[config.mk]
export PLATFORM = sky130hd
export DESIGN_NAME = dma_irq_ctrl
export DESIGN_NICKNAME = d
export VERILOG_FILES = /design/src/rtl/dma_irq_pkg.sv /design/src/rtl/dma_irq_decode.sv /design/src/rtl/dma_irq_flag.sv /design/src/rtl/dma_irq_pending.sv /design/src/rtl/dma_irq_enable.sv /design/src/rtl/dma_irq_rdport.sv /design/src/rtl/dma_irq_ctrl.sv
export SDC_FILE = /design/constraint.sdc
export NUM_CORES = 1
export LEC_CHECK = 0
export CORE_MARGIN = 10
export CORE_UTILIZATION = 59
export DETAILED_ROUTE_END_ITERATION = 10
export DONT_BUFFER_PORTS = 1
export PLACE_DENSITY = 0.78
export SETUP_SLACK_MARGIN = 0.15
export SLEW_MARGIN = 30
export SYNTH_ARGS = -nofsm -noshare
export SYNTH_HDL_FRONTEND = slang
export SYNTH_HIERARCHICAL = 1
export SYNTH_SLANG_ARGS = --single-unit
[constraint.sdc]
create_clock -name clk -period 4.7 [get_ports clk]
set_clock_uncertainty 0.05 [all_clocks]
set_input_delay 0.47 -clock clk [delete_from_list [all_inputs] [get_ports clk]]
set_output_delay 0.47 -clock clk [all_outputs]
set_load 0.1 [all_outputs]
[src/rtl/dma_irq_pkg.sv]
package dma_irq_pkg;

  // Which register an access targets.
  typedef enum logic [1:0] {
    SEL_NONE    = 2'd0,
    SEL_ENABLE  = 2'd1,
    SEL_PENDING = 2'd2
  } reg_sel_e;

  localparam int BITS_PER_CH = 2;

endpackage

[src/rtl/dma_irq_decode.sv]
module dma_irq_decode
  import dma_irq_pkg::*;
#(
  parameter int ADDR_W      = 8,
  parameter int OFF_ENABLE  = 0,
  parameter int OFF_PENDING = 4
) (
  input  logic [ADDR_W-1:0] addr_i,
  input  logic              wr_en_i,
  output reg_sel_e          sel_o,
  output logic              wr_enable_o,
  output logic              wr_pending_o
);

  localparam logic [ADDR_W-1:0] ADDR_EN = ADDR_W'(OFF_ENABLE);
  localparam logic [ADDR_W-1:0] ADDR_PD = ADDR_W'(OFF_PENDING);

  always_comb begin
    if (addr_i == ADDR_EN)      sel_o = SEL_ENABLE;
    else if (addr_i == ADDR_PD) sel_o = SEL_PENDING;
    else                        sel_o = SEL_NONE;
  end

  assign wr_enable_o  = wr_en_i && (sel_o == SEL_ENABLE);
  assign wr_pending_o = wr_en_i && (sel_o == SEL_PENDING);

endmodule

[src/rtl/dma_irq_flag.sv]
module dma_irq_flag (
  input  logic clk,
  input  logic rst_n,
  input  logic set_i,
  input  logic clr_i,
  output logic q_o
);

  // A set in the same cycle as a clear wins.
  always_ff @(posedge clk) begin
    if (!rst_n)     q_o <= 1'b0;
    else if (set_i) q_o <= 1'b1;
    else if (clr_i) q_o <= 1'b0;
  end

endmodule

[src/rtl/dma_irq_pending.sv]
module dma_irq_pending
  import dma_irq_pkg::*;
#(
  parameter int NUM_CH = 16
) (
  input  logic                          clk,
  input  logic                          rst_n,
  input  logic [NUM_CH-1:0]             half_evt_i,
  input  logic [NUM_CH-1:0]             end_evt_i,
  input  logic                          clr_en_i,
  input  logic [BITS_PER_CH*NUM_CH-1:0] clr_mask_i,
  output logic [BITS_PER_CH*NUM_CH-1:0] pend_o
);

  // Channel n owns bit 2n (half-way) and bit 2n+1 (final).
  for (genvar ch = 0; ch < NUM_CH; ch++) begin : g_ch
    dma_irq_flag u_half (
      .clk   (clk),
      .rst_n (rst_n),
      .set_i (half_evt_i[ch]),
      .clr_i (clr_en_i & clr_mask_i[BITS_PER_CH*ch]),
      .q_o   (pend_o[BITS_PER_CH*ch])
    );
    dma_irq_flag u_final (
      .clk   (clk),
      .rst_n (rst_n),
      .set_i (end_evt_i[ch]),
      .clr_i (clr_en_i & clr_mask_i[BITS_PER_CH*ch+1]),
      .q_o   (pend_o[BITS_PER_CH*ch+1])
    );
  end

endmodule

[src/rtl/dma_irq_enable.sv]
module dma_irq_enable #(
  parameter int REG_W = 32
) (
  input  logic             clk,
  input  logic             rst_n,
  input  logic             load_i,
  input  logic [REG_W-1:0] data_i,
  output logic [REG_W-1:0] en_o
);

  always_ff @(posedge clk) begin
    if (!rst_n)      en_o <= '0;
    else if (load_i) en_o <= data_i;
  end

endmodule

[src/rtl/dma_irq_rdport.sv]
module dma_irq_rdport
  import dma_irq_pkg::*;
#(
  parameter int REG_W = 32
) (
  input  logic             clk,
  input  logic             rst_n,
  input  logic             rd_en_i,
  input  reg_sel_e         sel_i,
  input  logic [REG_W-1:0] en_i,
  input  logic [REG_W-1:0] pend_i,
  output logic             rd_valid_o,
  output logic [REG_W-1:0] rd_data_o
);

  logic [REG_W-1:0] mux_d;

  always_comb begin
    unique case (sel_i)
      SEL_ENABLE:  mux_d = en_i;
      SEL_PENDING: mux_d = pend_i;
      default:     mux_d = '0;
    endcase
  end

  always_ff @(posedge clk) begin
    if (!rst_n) begin
      rd_valid_o <= 1'b0;
      rd_data_o  <= '0;
    end else begin
      rd_valid_o <= rd_en_i;
      rd_data_o  <= rd_en_i ? mux_d : '0;
    end
  end

endmodule

[src/rtl/dma_irq_ctrl.sv]
module dma_irq_ctrl
  import dma_irq_pkg::*;
#(
  parameter int NUM_FAM_A   = 8,
  parameter int NUM_FAM_B   = 8,
  parameter int ADDR_W      = 8,
  parameter int OFF_ENABLE  = 0,
  parameter int OFF_PENDING = 4,
  localparam int NUM_CH     = NUM_FAM_A + NUM_FAM_B,
  localparam int REG_W      = BITS_PER_CH * NUM_CH
) (
  input  logic              clk,
  input  logic              rst_n,
  input  logic [NUM_CH-1:0] half_evt_i,
  input  logic [NUM_CH-1:0] end_evt_i,
  input  logic              wr_en_i,
  input  logic              rd_en_i,
  input  logic [ADDR_W-1:0] addr_i,
  input  logic [REG_W-1:0]  wdata_i,
  output logic              rd_valid_o,
  output logic [REG_W-1:0]  rd_data_o,
  output logic              irq_o
);

  reg_sel_e         sel;
  logic             wr_enable;
  logic             wr_pending;
  logic [REG_W-1:0] en_q;
  logic [REG_W-1:0] pend_q;

  dma_irq_decode #(
    .ADDR_W      (ADDR_W),
    .OFF_ENABLE  (OFF_ENABLE),
    .OFF_PENDING (OFF_PENDING)
  ) u_decode (
    .addr_i       (addr_i),
    .wr_en_i      (wr_en_i),
    .sel_o        (sel),
    .wr_enable_o  (wr_enable),
    .wr_pending_o (wr_pending)
  );

  dma_irq_enable #(.REG_W(REG_W)) u_enable (
    .clk    (clk),
    .rst_n  (rst_n),
    .load_i (wr_enable),
    .data_i (wdata_i),
    .en_o   (en_q)
  );

  dma_irq_pending #(.NUM_CH(NUM_CH)) u_pending (
    .clk        (clk),
    .rst_n      (rst_n),
    .half_evt_i (half_evt_i),
    .end_evt_i  (end_evt_i),
    .clr_en_i   (wr_pending),
    .clr_mask_i (wdata_i),
    .pend_o     (pend_q)
  );

  dma_irq_rdport #(.REG_W(REG_W)) u_rdport (
    .clk        (clk),
    .rst_n      (rst_n),
    .rd_en_i    (rd_en_i),
    .sel_i      (sel),
    .en_i       (en_q),
    .pend_i     (pend_q),
    .rd_valid_o (rd_valid_o),
    .rd_data_o  (rd_data_o)
  );

  always_ff @(posedge clk) begin
    if (!rst_n) irq_o <= 1'b0;
    else        irq_o <= |(pend_q & en_q);
  end

endmodule

; ---- Yosys cells after proc, flatten, opt, wreduce, memory -nomap -nowiden
; Index checks and enable logic that the tools add are counted.
[totals]
in_bits = 76
elab_cells = 176
register_bits = 98
out_inout_bits = 34
[classes]
n_reduce_logical = 37
n_eq_ne = 3
bitwise_logic = 33
muxes = 67
[ops]
columns = operator, n
row1 = $mux 1, 64
row2 = $pmux 32 s2, 1
row3 = $reduce_bool 2->1, 32
row4 = $and 1x1->1, 32
row5 = $and 32x32->32, 1
row6 = $reduce_or 32->1, 1
row7 = $eq 8x3->1 const B, 1
row8 = $logic_not 8->1, 1
row9 = $mux 2, 2
row10 = $eq 2x1->1 const B, 1
row11 = $eq 2x2->1 const B, 1
row12 = $logic_and 1x1->1, 2
row13 = $reduce_and 2->1, 1

; ---- Logic depth before layout (Yosys ltp)
; Gate-level depths: netlist of run 1.
[depth]
word_depth = 8
depth_mapped = 7
depth_no_buf = 6

; ---- Hierarchy
; The synthesis of run 1 kept the hierarchy.
[by_module_without_submodules]
columns = module, instances, seq_area_each_um2, area_per_inst_um2, cells_per_inst
row1 = dma_irq_flag, 32, 20.0, 41.3, 3
row2 = dma_irq_enable, 1, 640.6, 1243.7, 103
row3 = dma_irq_rdport, 1, 660.6, 1177.4, 112
row4 = dma_irq_pending, 1, 0.0, 255.2, 35
row5 = dma_irq_ctrl, 1, 20.0, 181.4, 22
row6 = dma_irq_decode, 1, 0.0, 61.3, 9

; ---- Worst setup path after synthesis of run 1
; Ideal clock, no wire load.
[synth_timing]
kind = input to register
startpoint = in addr_i[5]
endpoint = reg u_pending.g_ch[10].u_final.q_o
setup_slack_ns = 2.605
t_arrival_ns = 1.930
required_time_ns = 4.535
setup_ns = 0.115
path_buffers = 1
path_stages = 6
cell_sequence = or4_4 > nor4_2 > clkbuf_2 > and2_2 > nor2b_4 > o21a_1
[synth_between]
elab_chain_len = 7
elab_cells_between_ends = 8
classes_between = eq/ne: 2 / mux: 2 / bitwise: 1 / reduce/logical: 3
[synth_lines]
columns = item, line_no
row1 = "start, declared", dma_irq_ctrl.sv:18  ; input logic [ADDR_W-1:0] addr_i,
row2 = $eq 8x3->1, dma_irq_decode.sv:20  ; else if (addr_i == ADDR_PD) sel_o = SEL_PENDING;
row3 = $mux 2, dma_irq_decode.sv:20
row4 = $mux 2 *, dma_irq_decode.sv:19  ; if (addr_i == ADDR_EN) sel_o = SEL_ENABLE;
row5 = $eq 2x2->1 *, dma_irq_decode.sv:25  ; assign wr_pending_o = wr_en_i && (sel_o == SEL_PENDING);
row6 = $logic_and 1x1->1 *, dma_irq_decode.sv:25
row7 = named net wr_pending, dma_irq_ctrl.sv:27  ; logic wr_pending;
row8 = $and 1x1->1 *, dma_irq_pending.sv:28  ; .clr_i (clr_en_i & clr_mask_i[BITS_PER_CH*ch+1]),
row9 = $reduce_bool 2->1 (no line) *, n/a
row10 = "end signal, assigned", dma_irq_flag.sv:11  ; if (!rst_n) q_o <= 1'b0;
row11 = "end signal, assigned", dma_irq_flag.sv:12  ; else if (set_i) q_o <= 1'b1;
row12 = "end signal, assigned", dma_irq_flag.sv:13  ; else if (clr_i) q_o <= 1'b0;
row13 = "end, declared", dma_irq_flag.sv:6  ; output logic q_o
; The timed path passes the listed nets; every way through them passes the cells marked *.
; A chain may end at the register's enable or synchronous reset.

; ---- Final worst setup path of run 1
[layout_timing]
startpoint = in addr_i[5]
endpoint = reg u_pending.g_ch[1].u_half.q_o
[layout_between]
elab_chain_len = 7
elab_cells_between_ends = 8
classes_between = eq/ne: 2 / mux: 2 / bitwise: 1 / reduce/logical: 3
[layout_lines]
columns = item, line_no
row1 = $eq 8x3->1, dma_irq_decode.sv:20
row2 = $mux 2, dma_irq_decode.sv:20
row3 = $mux 2 *, dma_irq_decode.sv:19
row4 = $eq 2x2->1 *, dma_irq_decode.sv:25
row5 = $logic_and 1x1->1 *, dma_irq_decode.sv:25
row6 = named net wr_pending, dma_irq_ctrl.sv:27
row7 = $and 1x1->1 *, dma_irq_pending.sv:21  ; .clr_i (clr_en_i & clr_mask_i[BITS_PER_CH*ch]),
row8 = $reduce_bool 2->1 (no line) *, n/a
row9 = "end signal, assigned", dma_irq_flag.sv:11
row10 = "end signal, assigned", dma_irq_flag.sv:12
row11 = "end signal, assigned", dma_irq_flag.sv:13
row12 = "end, declared", dma_irq_flag.sv:6
; Marks and branches as above.

==> results of run 1 <==
[cell usage in the layout, fill, tap and decap left out, drive strengths merged, types with 2 or more instances in the layout]
cell type / instances
nand4: 4
buf: 5
inv: 3
nor3: 2
and2: 33
or4: 2
o21a: 32
a22oi: 48
nor2b: 64
clkinv: 2
dfxtp: 98
clkbuf: 12
nor2: 33
mux2i: 32
ha: 2
[layer usage]
metal  wire length, µm  vias to the layer above  share of wire, %
li1                  -                     1298                 -
met1              3950                     1284                42
met2              4610                       80                49
met3               806                       10               8.5
met4               116                        0               1.2
met5                 0                        -                 0
[cells by family after synthesis]
family                     count (synthesis)
adders and majority gates                  2
and+or+nand+nor                          142
buffers and inverters                     22
muxes                                     32
AOI/OAI and AO/OA                         81
DFF                                       98
[sequential cells by signal, summed over array words and instances (netlist names)]
register                    count
u_rdport/rd_valid_o             1
u_pending/g_ch.u_half/q_o      16
u_pending/g_ch.u_final/q_o     16
u_enable/en_o                  32
irq_o                           1
u_rdport/rd_data_o             32
[layout make-up]
| cell class | count | area, µm² | area share (%) |
|---|---|---|---|
| repair buffers | 5 | 37.5 | 0.848 |
| multi-input cells | 257 | 2100 | 47.4 |
| well taps | 96 | 120 | 2.71 |
| inverters | 3 | 11.3 | 0.254 |
| clock inverters | 4 | 51.3 | 1.16 |
| flip-flops and latches | 98 | 1960 | 44.3 |
| clock buffers | 12 | 145 | 3.28 |
[through the flow]
| stage | total power, mW | instance area [µm²] | std cells |
|---|---|---|---|
| 6_report | 1.47 | 4430 | 475 |
| 5_1_grt | 1.53 | 4430 | 475 |
| 4_1_cts | 1.49 | 4420 | 474 |
| 3_5_place_dp | 0.949 | 4220 | 458 |
| 3_3_place_gp | 0.945 | 4220 | 458 |
| 2_1_floorplan | 0.941 | 4240 | 377 |
[final timing paths]
kind,slack [ps],depth (start not counted),start,to
setup / recovery,2600,7,addr_i[5],u_pending/g_ch[1].u_half/q_o$_SDFFE_PN0P_
hold / removal,170,1,end_evt_i[6],u_pending/g_ch[6].u_final/q_o$_SDFFE_PN0P_
setup reg to reg,3360,3,u_pending/g_ch[1].u_half/q_o$_SDFFE_PN0P_,irq_o$_SDFF_PN0_
hold reg to reg,480,2,u_enable/en_o[2]$_SDFFE_PN0P_,u_rdport/rd_data_o[2]$_SDFF_PN0_
[report_power, final]
part	total, mW	internal (mW)	leakage (nW)	switching, mW
Clock	0.544	0.261	0.0966	0.283
Combinational	0.0571	0.0442	0.618	0.0129
Sequential	0.872	0.850	0.800	0.0213
==> flow_summary.ini, run 1 <==
[run_status]
status = completed

[timing]
relSlewSlack_pct = 32.4
hold_viol = 0
period_share_pct = 44.8
rsz0062_at_grt = no
slew_violations = 0
max_freq_mhz = 475
worst_hold_slack_ps = 172
setup_slack_ps = 2600
min_period_ps = 2100
worstMarginPinSlew_ps = 1010
fin_setup_tns_ps = 0
setup-violations-final = 0

[cts]
clock_latency_ps = 360
hold_buffers = 0
root_buffer = clkbuf_8
cts_buffer_depth = 2
clock-sinks = 98
post_cts_resized = 0
cts_setup_buffers = 0
cts_max_level = 3
numCtsBuffers = 9
cts_tree = built
clk_pin_slew_ps = 90

[grt]
grt_most_used_layer = met2
globalRouteMet3Util_pct = 7.00
grt-ovfl-total = 0
grt_usage_pct = 17.0
grt_use_met2_pct = 27.1
antenna_found_initial = 0
grt_max_degree = 68
grt_pass1_wl_um = 15000
grt_pass1_vias = 2784
use_met1_pct = 20.2

[synthesis]
ys_types = 26
ys_seq_area_share_pct = 46.3
yosys.area_share.simple_pct = 26.2
synth.largest_area_cell = dfxtp_1
synth_ff_type = dfxtp_1
synth_top_family_by_area = simple AND/OR/NAND/NOR gates
yosysWarnings = 6
ys_ff_latch = 98
synth_common_cells = 98 x dfxtp_1, 44 x a22oi_1, 33 x nor2_1
synth-compound-area-share_pct = 14.9
syn_area_per_cell_um2 = 11.2
muxShareOfSynthArea_pct = 7.55
synth_xor_area_share_pct = 0
async_flop_share_pct = 0
syn_area_um2 = 4240
ys_top_cells_by_area = dfxtp_1 46%, nor2b_4 10%, a22oi_1 7.8%, mux2i_1 7.6%, and2_2 5.7%
yosysMostFrequentCell = dfxtp_1
synth_top_area_share_pct = 46.3
synth_edf_count = 0
synth_fa_ha_area_share_pct = 0.590
syn_inst = 377
syn_nets = 455

[critical_path]
critPathSlowestCell = or4_4
cp.arrival_ps = 2310
path_cells = or4_4 -> nor4_4 -> buf_4 -> buf_4 -> and2_2 -> nor2b_4 -> o21a_1
max_stage_delay_ps = 560
required_ps = 4910
path_common_cell = buf_4
worstSetupPathType = input pin to flip-flop
path_max_fanout = 15
endpoint_kind = flip-flop
start_kind = input pin
critPathBufInv = 2
critPathTopFamily = simple AND/OR/NAND/NOR gates

[cells_and_area]
drive_gt1_share_pct = 24.3
final_nets = 452
final.fill_count = 585
utilization_pct = 64.1
synthToLayoutAreaGrowth_pct = 4.43
antennaDiodeCount = 0

[floorplan]
fp.dieArea_um2 = 11000
num_io_pins = 110
core-area_um2 = 6910
initial_core_util_pct = 61.4
die_w_um = 105
rows = 30
die_y_um = 105

[placement]
place_congestion = 0.785
post-place-ws_ps = 1910
dp_hpwl_um = 6560
port_buffers = 0

[drt]
vias = 2672
route.detailed.drc = 0
vias_per_cell = 5.63
ant_nets = 0
wl_per_cell_um = 20.0
initialDrtViolationCount = 137
route.final.wire_length_um = 9490
dr.pass1.iters = 4

[job]
drv_cap = 0

[power]
powerDensity_nw_per_um2 = 333
worst_ir_drop_vdd_mv = 0.224
p_leak_nw = 1.51

[worst_hold_path]
hold_path_class = input pin to flip-flop
No activity file was read; power rests on OpenSTA's default activity.
==> run 2, diff against run 1 <==
- clock period: 4.7 -> 2.2 ns (I/O delays scaled with it)
==> run 2 against run 1 <==
Net effect:
- critical endpoint is now u_pending/g_ch[13].u_half/q_o$_SDFFE_PN0P_
- count of clock-buffer cells in the layout fell by 1
- cell count rose by 23%
- final area rose by 25%
- global-route usage rose by 3.2 points
- combinational power rose to 4.7 times the previous value
- sequential share of layout area fell by 8.8 points
- utilization rose by 16 points
- sequential cell count did not move
- die area did not move
- largest power group unchanged
- setup slack got worse by 2400 ps
==> flow_summary.ini, run 2 (same netlist as run 1, synthesis figures left out) <==
[run_status]
status = completed

[drt]
route.final.wire_length_um = 11900
route.detailed.drc = 0
wl_per_cell_um = 20.3
vias = 3253
vias_per_cell = 5.55
initialDrtViolationCount = 210
ant_nets = 0
dr.pass1.iters = 5

[critical_path]
max_stage_delay_ps = 550
endpoint_kind = flip-flop
required_ps = 2410
start_kind = input pin
rrSetupSlack_ps = 840
path_max_fanout = 6
critPathBufInv = 3
path_cells = or4_4 -> nor4_4 -> buf_4 -> buf_12 -> and2_2 -> nor2b_4 -> o21a_1 -> dlygate4sd3_1
cp.arrival_ps = 2230
critPathSlowestCell = or4_4
critPathTopFamily = simple AND/OR/NAND/NOR gates
worstSetupPathType = input pin to flip-flop

[floorplan]
initial_core_util_pct = 61.4
die_y_um = 105
die_w_um = 105
num_io_pins = 110
fp.dieArea_um2 = 11000
core-area_um2 = 6910
rows = 30

[cells_and_area]
multi_input_comb_area_um2 = 2100
register_area_um2 = 1960
final.fill_count = 448
antennaDiodeCount = 0
utilization_pct = 80.0
drive_gt1_share_pct = 27.8
layout_common_cells = 98 x dfxtp_1, 69 x dlygate4sd3_1, 44 x a22oi_1, 40 x buf_4, 33 x nor2_1
top_regs = u_enable/en_o (32), u_rdport/rd_data_o (32)
final_common_cell = dfxtp_1
final_nets = 563
synthToLayoutAreaGrowth_pct = 30.3

[placement]
port_buffers = 0
place_congestion = 0.743
dp_hpwl_um = 6840

[timing]
period_share_pct = 91.8
fin_setup_tns_ps = 0
setup-violations-final = 0
worstMarginPinSlew_ps = 413
min_period_ps = 2020
slew_violations = 0
max_freq_mhz = 495
rsz0062_at_grt = no
relSlewSlack_pct = 72.4
hold_viol = 0

[cts]
cts_tree = built
clock-sinks = 98
root_buffer = clkbuf_8
cts_buffer_depth = 2
clock_latency_ps = 360
cts_max_level = 3
clk_pin_slew_ps = 100
numCtsBuffers = 9

[power]
powerDensity_nw_per_um2 = 584
worst_ir_drop_vdd_mv = 0.458
p_leak_nw = 2.06

[grt]
grt_usage_pct = 20.2
antenna_found_initial = 0
grt_pass1_vias = 3490
grt-ovfl-total = 0
grt_max_degree = 61
grt_pass1_wl_um = 18100

[worst_hold_path]
hold_path_class = input pin to flip-flop

[job]
drv_cap = 0
run 2: cell count changes in the layout (fill, tap and decap cells not counted), sizes merged:
cell and change:
clkbuf +1, clkinvlp +2, clkinv -1, dlygate4sd3 +69, buf +40, bufinv -1
inv +1
run 2: layout make-up:
cell class	count	share of cell area, %
clock buffer	11	2.74
tap	96	2.17
clock inverter	5	0.657
inverter	3	0.204
multi-input combinational	257	38.1
timing repair buffer	116	20.7
sequential	98	35.5
run 2: where the power goes:
part           internal [mW]  switching (mW)
logic                  0.185          0.0829
registers               1.82          0.0387
clock network          0.475           0.626
run 2: per-layer routing:
| metal | track usage (%) | vias up | routed length, µm |
|---|---|---|---|
| li1 | - | 1524 | - |
| met1 | 22.7 | 1566 | 4740 |
| met2 | 35.0 | 142 | 5970 |
| met3 | 6.57 | 21 | 918 |
| met4 | 7.06 | 0 | 237 |
| met5 | 0 | - | 0 |
run 2: stage by stage:
step	cell area, µm²	power (mW)	worst slack, ps	std cells	hold WS (ps)
6_report	5520	3.23	180	586	26.1
5_1_grt	5520	3.33	145	586	15.4
4_1_cts	5440	3.23	161	579	16.8
3_5_place_dp	4540	2.03	175	493	297
3_3_place_gp	4540	2.02	242	493	294
2_1_floorplan	4240	2.01	355	377	287
run 2: worst paths after layout:
path | from | end | depth (start not counted)
worst max-delay path | addr_i[6] | u_pending/g_ch[13].u_half/q_o$_SDFFE_PN0P_ | 8
worst min-delay path | wdata_i[12] | u_enable/en_o[12]$_SDFFE_PN0P_ | 2
worst max register to register | u_pending/g_ch[14].u_half/q_o$_SDFFE_PN0P_ | u_pending/g_ch[14].u_half/q_o$_SDFFE_PN0P_ | 3
worst min register to register | u_enable/en_o[31]$_SDFFE_PN0P_ | u_rdport/rd_data_o[31]$_SDFF_PN0_ | 2
run 2: repair_timing:
action	4_1_cts	5_1_grt
hold buffers	70	0
gates resized for setup	0	1
setup endpoints to repair	0	7
hold endpoints to repair	66	0
setup buffers	0	5
==> run 3, diff against run 2 <==
- CORE_UTILIZATION: 59 -> 63
- PLACE_DENSITY: 0.78 -> 0.82
==> run 3 against run 2 <==
Net effect:
- the flow now finishes with violations (hold timing)
- sequential share of layout area grew 0.73 points
- final area shrank 2.0%
- worst hold slack lost 32 ps
- count of clock-buffer cells in the layout shrank 1
- setup slack gained 22 ps
- cell count shrank 4.1%
==> flow_summary.ini, run 3 (same netlist as run 1, synthesis figures left out) <==
[run_status]
status = complete, but fails checks
violations = hold timing

[floorplan]
die_w_um = 102
num_io_pins = 110
die_y_um = 102
rows = 29
core-area_um2 = 6460
initial_core_util_pct = 65.7
fp.dieArea_um2 = 10400

[critical_path]
cp.arrival_ps = 2210
rrSetupSlack_ps = 810
worstSetupPathType = input pin to flip-flop
startpoint = addr_i[5]
endpoint_kind = flip-flop
start_kind = input pin
ff2ff_path_depth = 3
crit-reg2reg-launch = u_pending/g_ch[11].u_half/q_o$_SDFFE_PN0P_
path_max_fanout = 7
required_ps = 2420
r2r_end = u_pending/g_ch[11].u_half/q_o$_SDFFE_PN0P_

[timing]
worstMarginPinSlew_ps = 403
period_share_pct = 90.8
slew_violations = 0
relSlewSlack_pct = 73.1
worst_hold_slack_ps = -5.76
fin_setup_tns_ps = 0
setup-violations-final = 0
rsz0062_at_grt = no
min_period_ps = 2000
max_freq_mhz = 501
hold_viol = 1

[drt]
route.detailed.drc = 0
wl_per_cell_um = 21.0
ant_nets = 0
route.final.wire_length_um = 11800
initialDrtViolationCount = 189
vias_per_cell = 5.82
vias = 3273
dr.pass1.iters = 4

[power]
worst_ir_drop_vdd_mv = 0.560
p_leak_nw = 2.01
fin_total_pwr_mw = 3.24
powerDensity_nw_per_um2 = 598

[cts]
cts_max_level = 3
cts_tree = built
clock_latency_ps = 370
clk_pin_slew_ps = 100
cts_buffer_depth = 2
clock-sinks = 98
root_buffer = clkbuf_8
numCtsBuffers = 9

[cells_and_area]
drive_gt1_share_pct = 27.2
antennaDiodeCount = 0
synthToLayoutAreaGrowth_pct = 27.6
fin_area_um2 = 5410
final_nets = 558
top_regs = u_enable/en_o (32), u_rdport/rd_data_o (32)
layout_common_cells = 98 x dfxtp_1, 68 x dlygate4sd3_1, 44 x a22oi_1, 37 x buf_4, 33 x nor2_1
final.fill_count = 365
final_common_cell = dfxtp_1

[grt]
grt_max_degree = 59
grt_usage_pct = 22.2
antenna_found_initial = 0
grt_pass1_vias = 3495
grt-ovfl-total = 0
grt_pass1_wl_um = 18200

[worst_hold_path]
hold_path_class = input pin to flip-flop
hold_depth = 2
min_to = u_enable/en_o[22]$_SDFFE_PN0P_
min-delay-start = wdata_i[22]

[placement]
place_area_um2 = 4510
place_congestion = 0.777
port_buffers = 0

[job]
drv_cap = 0
## run 3: power by group
group          total (mW)  switching, mW  internal, mW
logic               0.264         0.0812         0.183
registers            1.86         0.0392          1.82
clock network        1.12          0.664         0.452
total                3.24          0.784          2.45
## run 3: layer usage
| metal | up-vias | wire length (µm) | GRT usage [%] |
|---|---|---|---|
| met4 | 0 | 281 | 9.22 |
| met5 | - | 0 | 0 |
| li1 | 1514 | - | - |
| met1 | 1575 | 4520 | 24.8 |
| met3 | 24 | 1080 | 6.95 |
| met2 | 160 | 5920 | 38.3 |
## run 3: repair_timing
| action | in CTS | in global routing |
|---|---|---|
| endpoints found under the setup margin | 0 | 7 |
| gates resized for setup | 0 | 1 |
| buffers inserted | 0 | 1 |
| endpoints found under the hold margin | 66 | 0 |
| hold buffers | 69 | 0 |
## run 3: worst max-delay path by stage
stage	to	slack, ps	cells after the start
after CTS	u_pending/g_ch[0].u_final/q_o$_SDFFE_PN0P_	190	7
after global placement	u_rdport/rd_data_o[31]$_SDFF_PN0_	260	6
after detailed placement	u_rdport/rd_data_o[30]$_SDFF_PN0_	180	6
after global routing	u_pending/g_ch[11].u_half/q_o$_SDFFE_PN0P_	180	7
final	u_pending/g_ch[11].u_half/q_o$_SDFFE_PN0P_	200	7
after floorplan	u_pending/g_ch[10].u_final/q_o$_SDFFE_PN0P_	360	6
## run 3: worst max-delay path, cell delays in order
cell and delay, ps:
or4_4 560, nor4_4 290, buf_6 180, and2_2 180, nor2b_4 50, o21a_1 170
dlygate4sd3_1 550
## run 3: final cells by class
class                           instances  area (µm²)  share of cell area (%)
Clock buffer                           10         138                    2.54
Sequential cell                        98        1960                    36.2
Inverter                                3        11.3                   0.208
Tap cell                               77        96.3                    1.78
Timing Repair Buffer                  111        1050                    19.5
Multi-Input combinational cell        257        2100                    38.8
Clock inverter                          6        50.0                   0.925
## run 3: stage by stage
stage / std cells / worst slack, ps / util [%] / hold slack [ps]
final: 562 / 203 / 83.8 / -5.76
after global routing: 562 / 176 / 83.8 / 2.68
after CTS: 560 / 185 / 83.6 / 2.25
after detailed placement: 475 / 175 / 69.8 / 297
after global placement: 475 / 260 / 69.8 / 294
after floorplan: 377 / 355 / - / 287
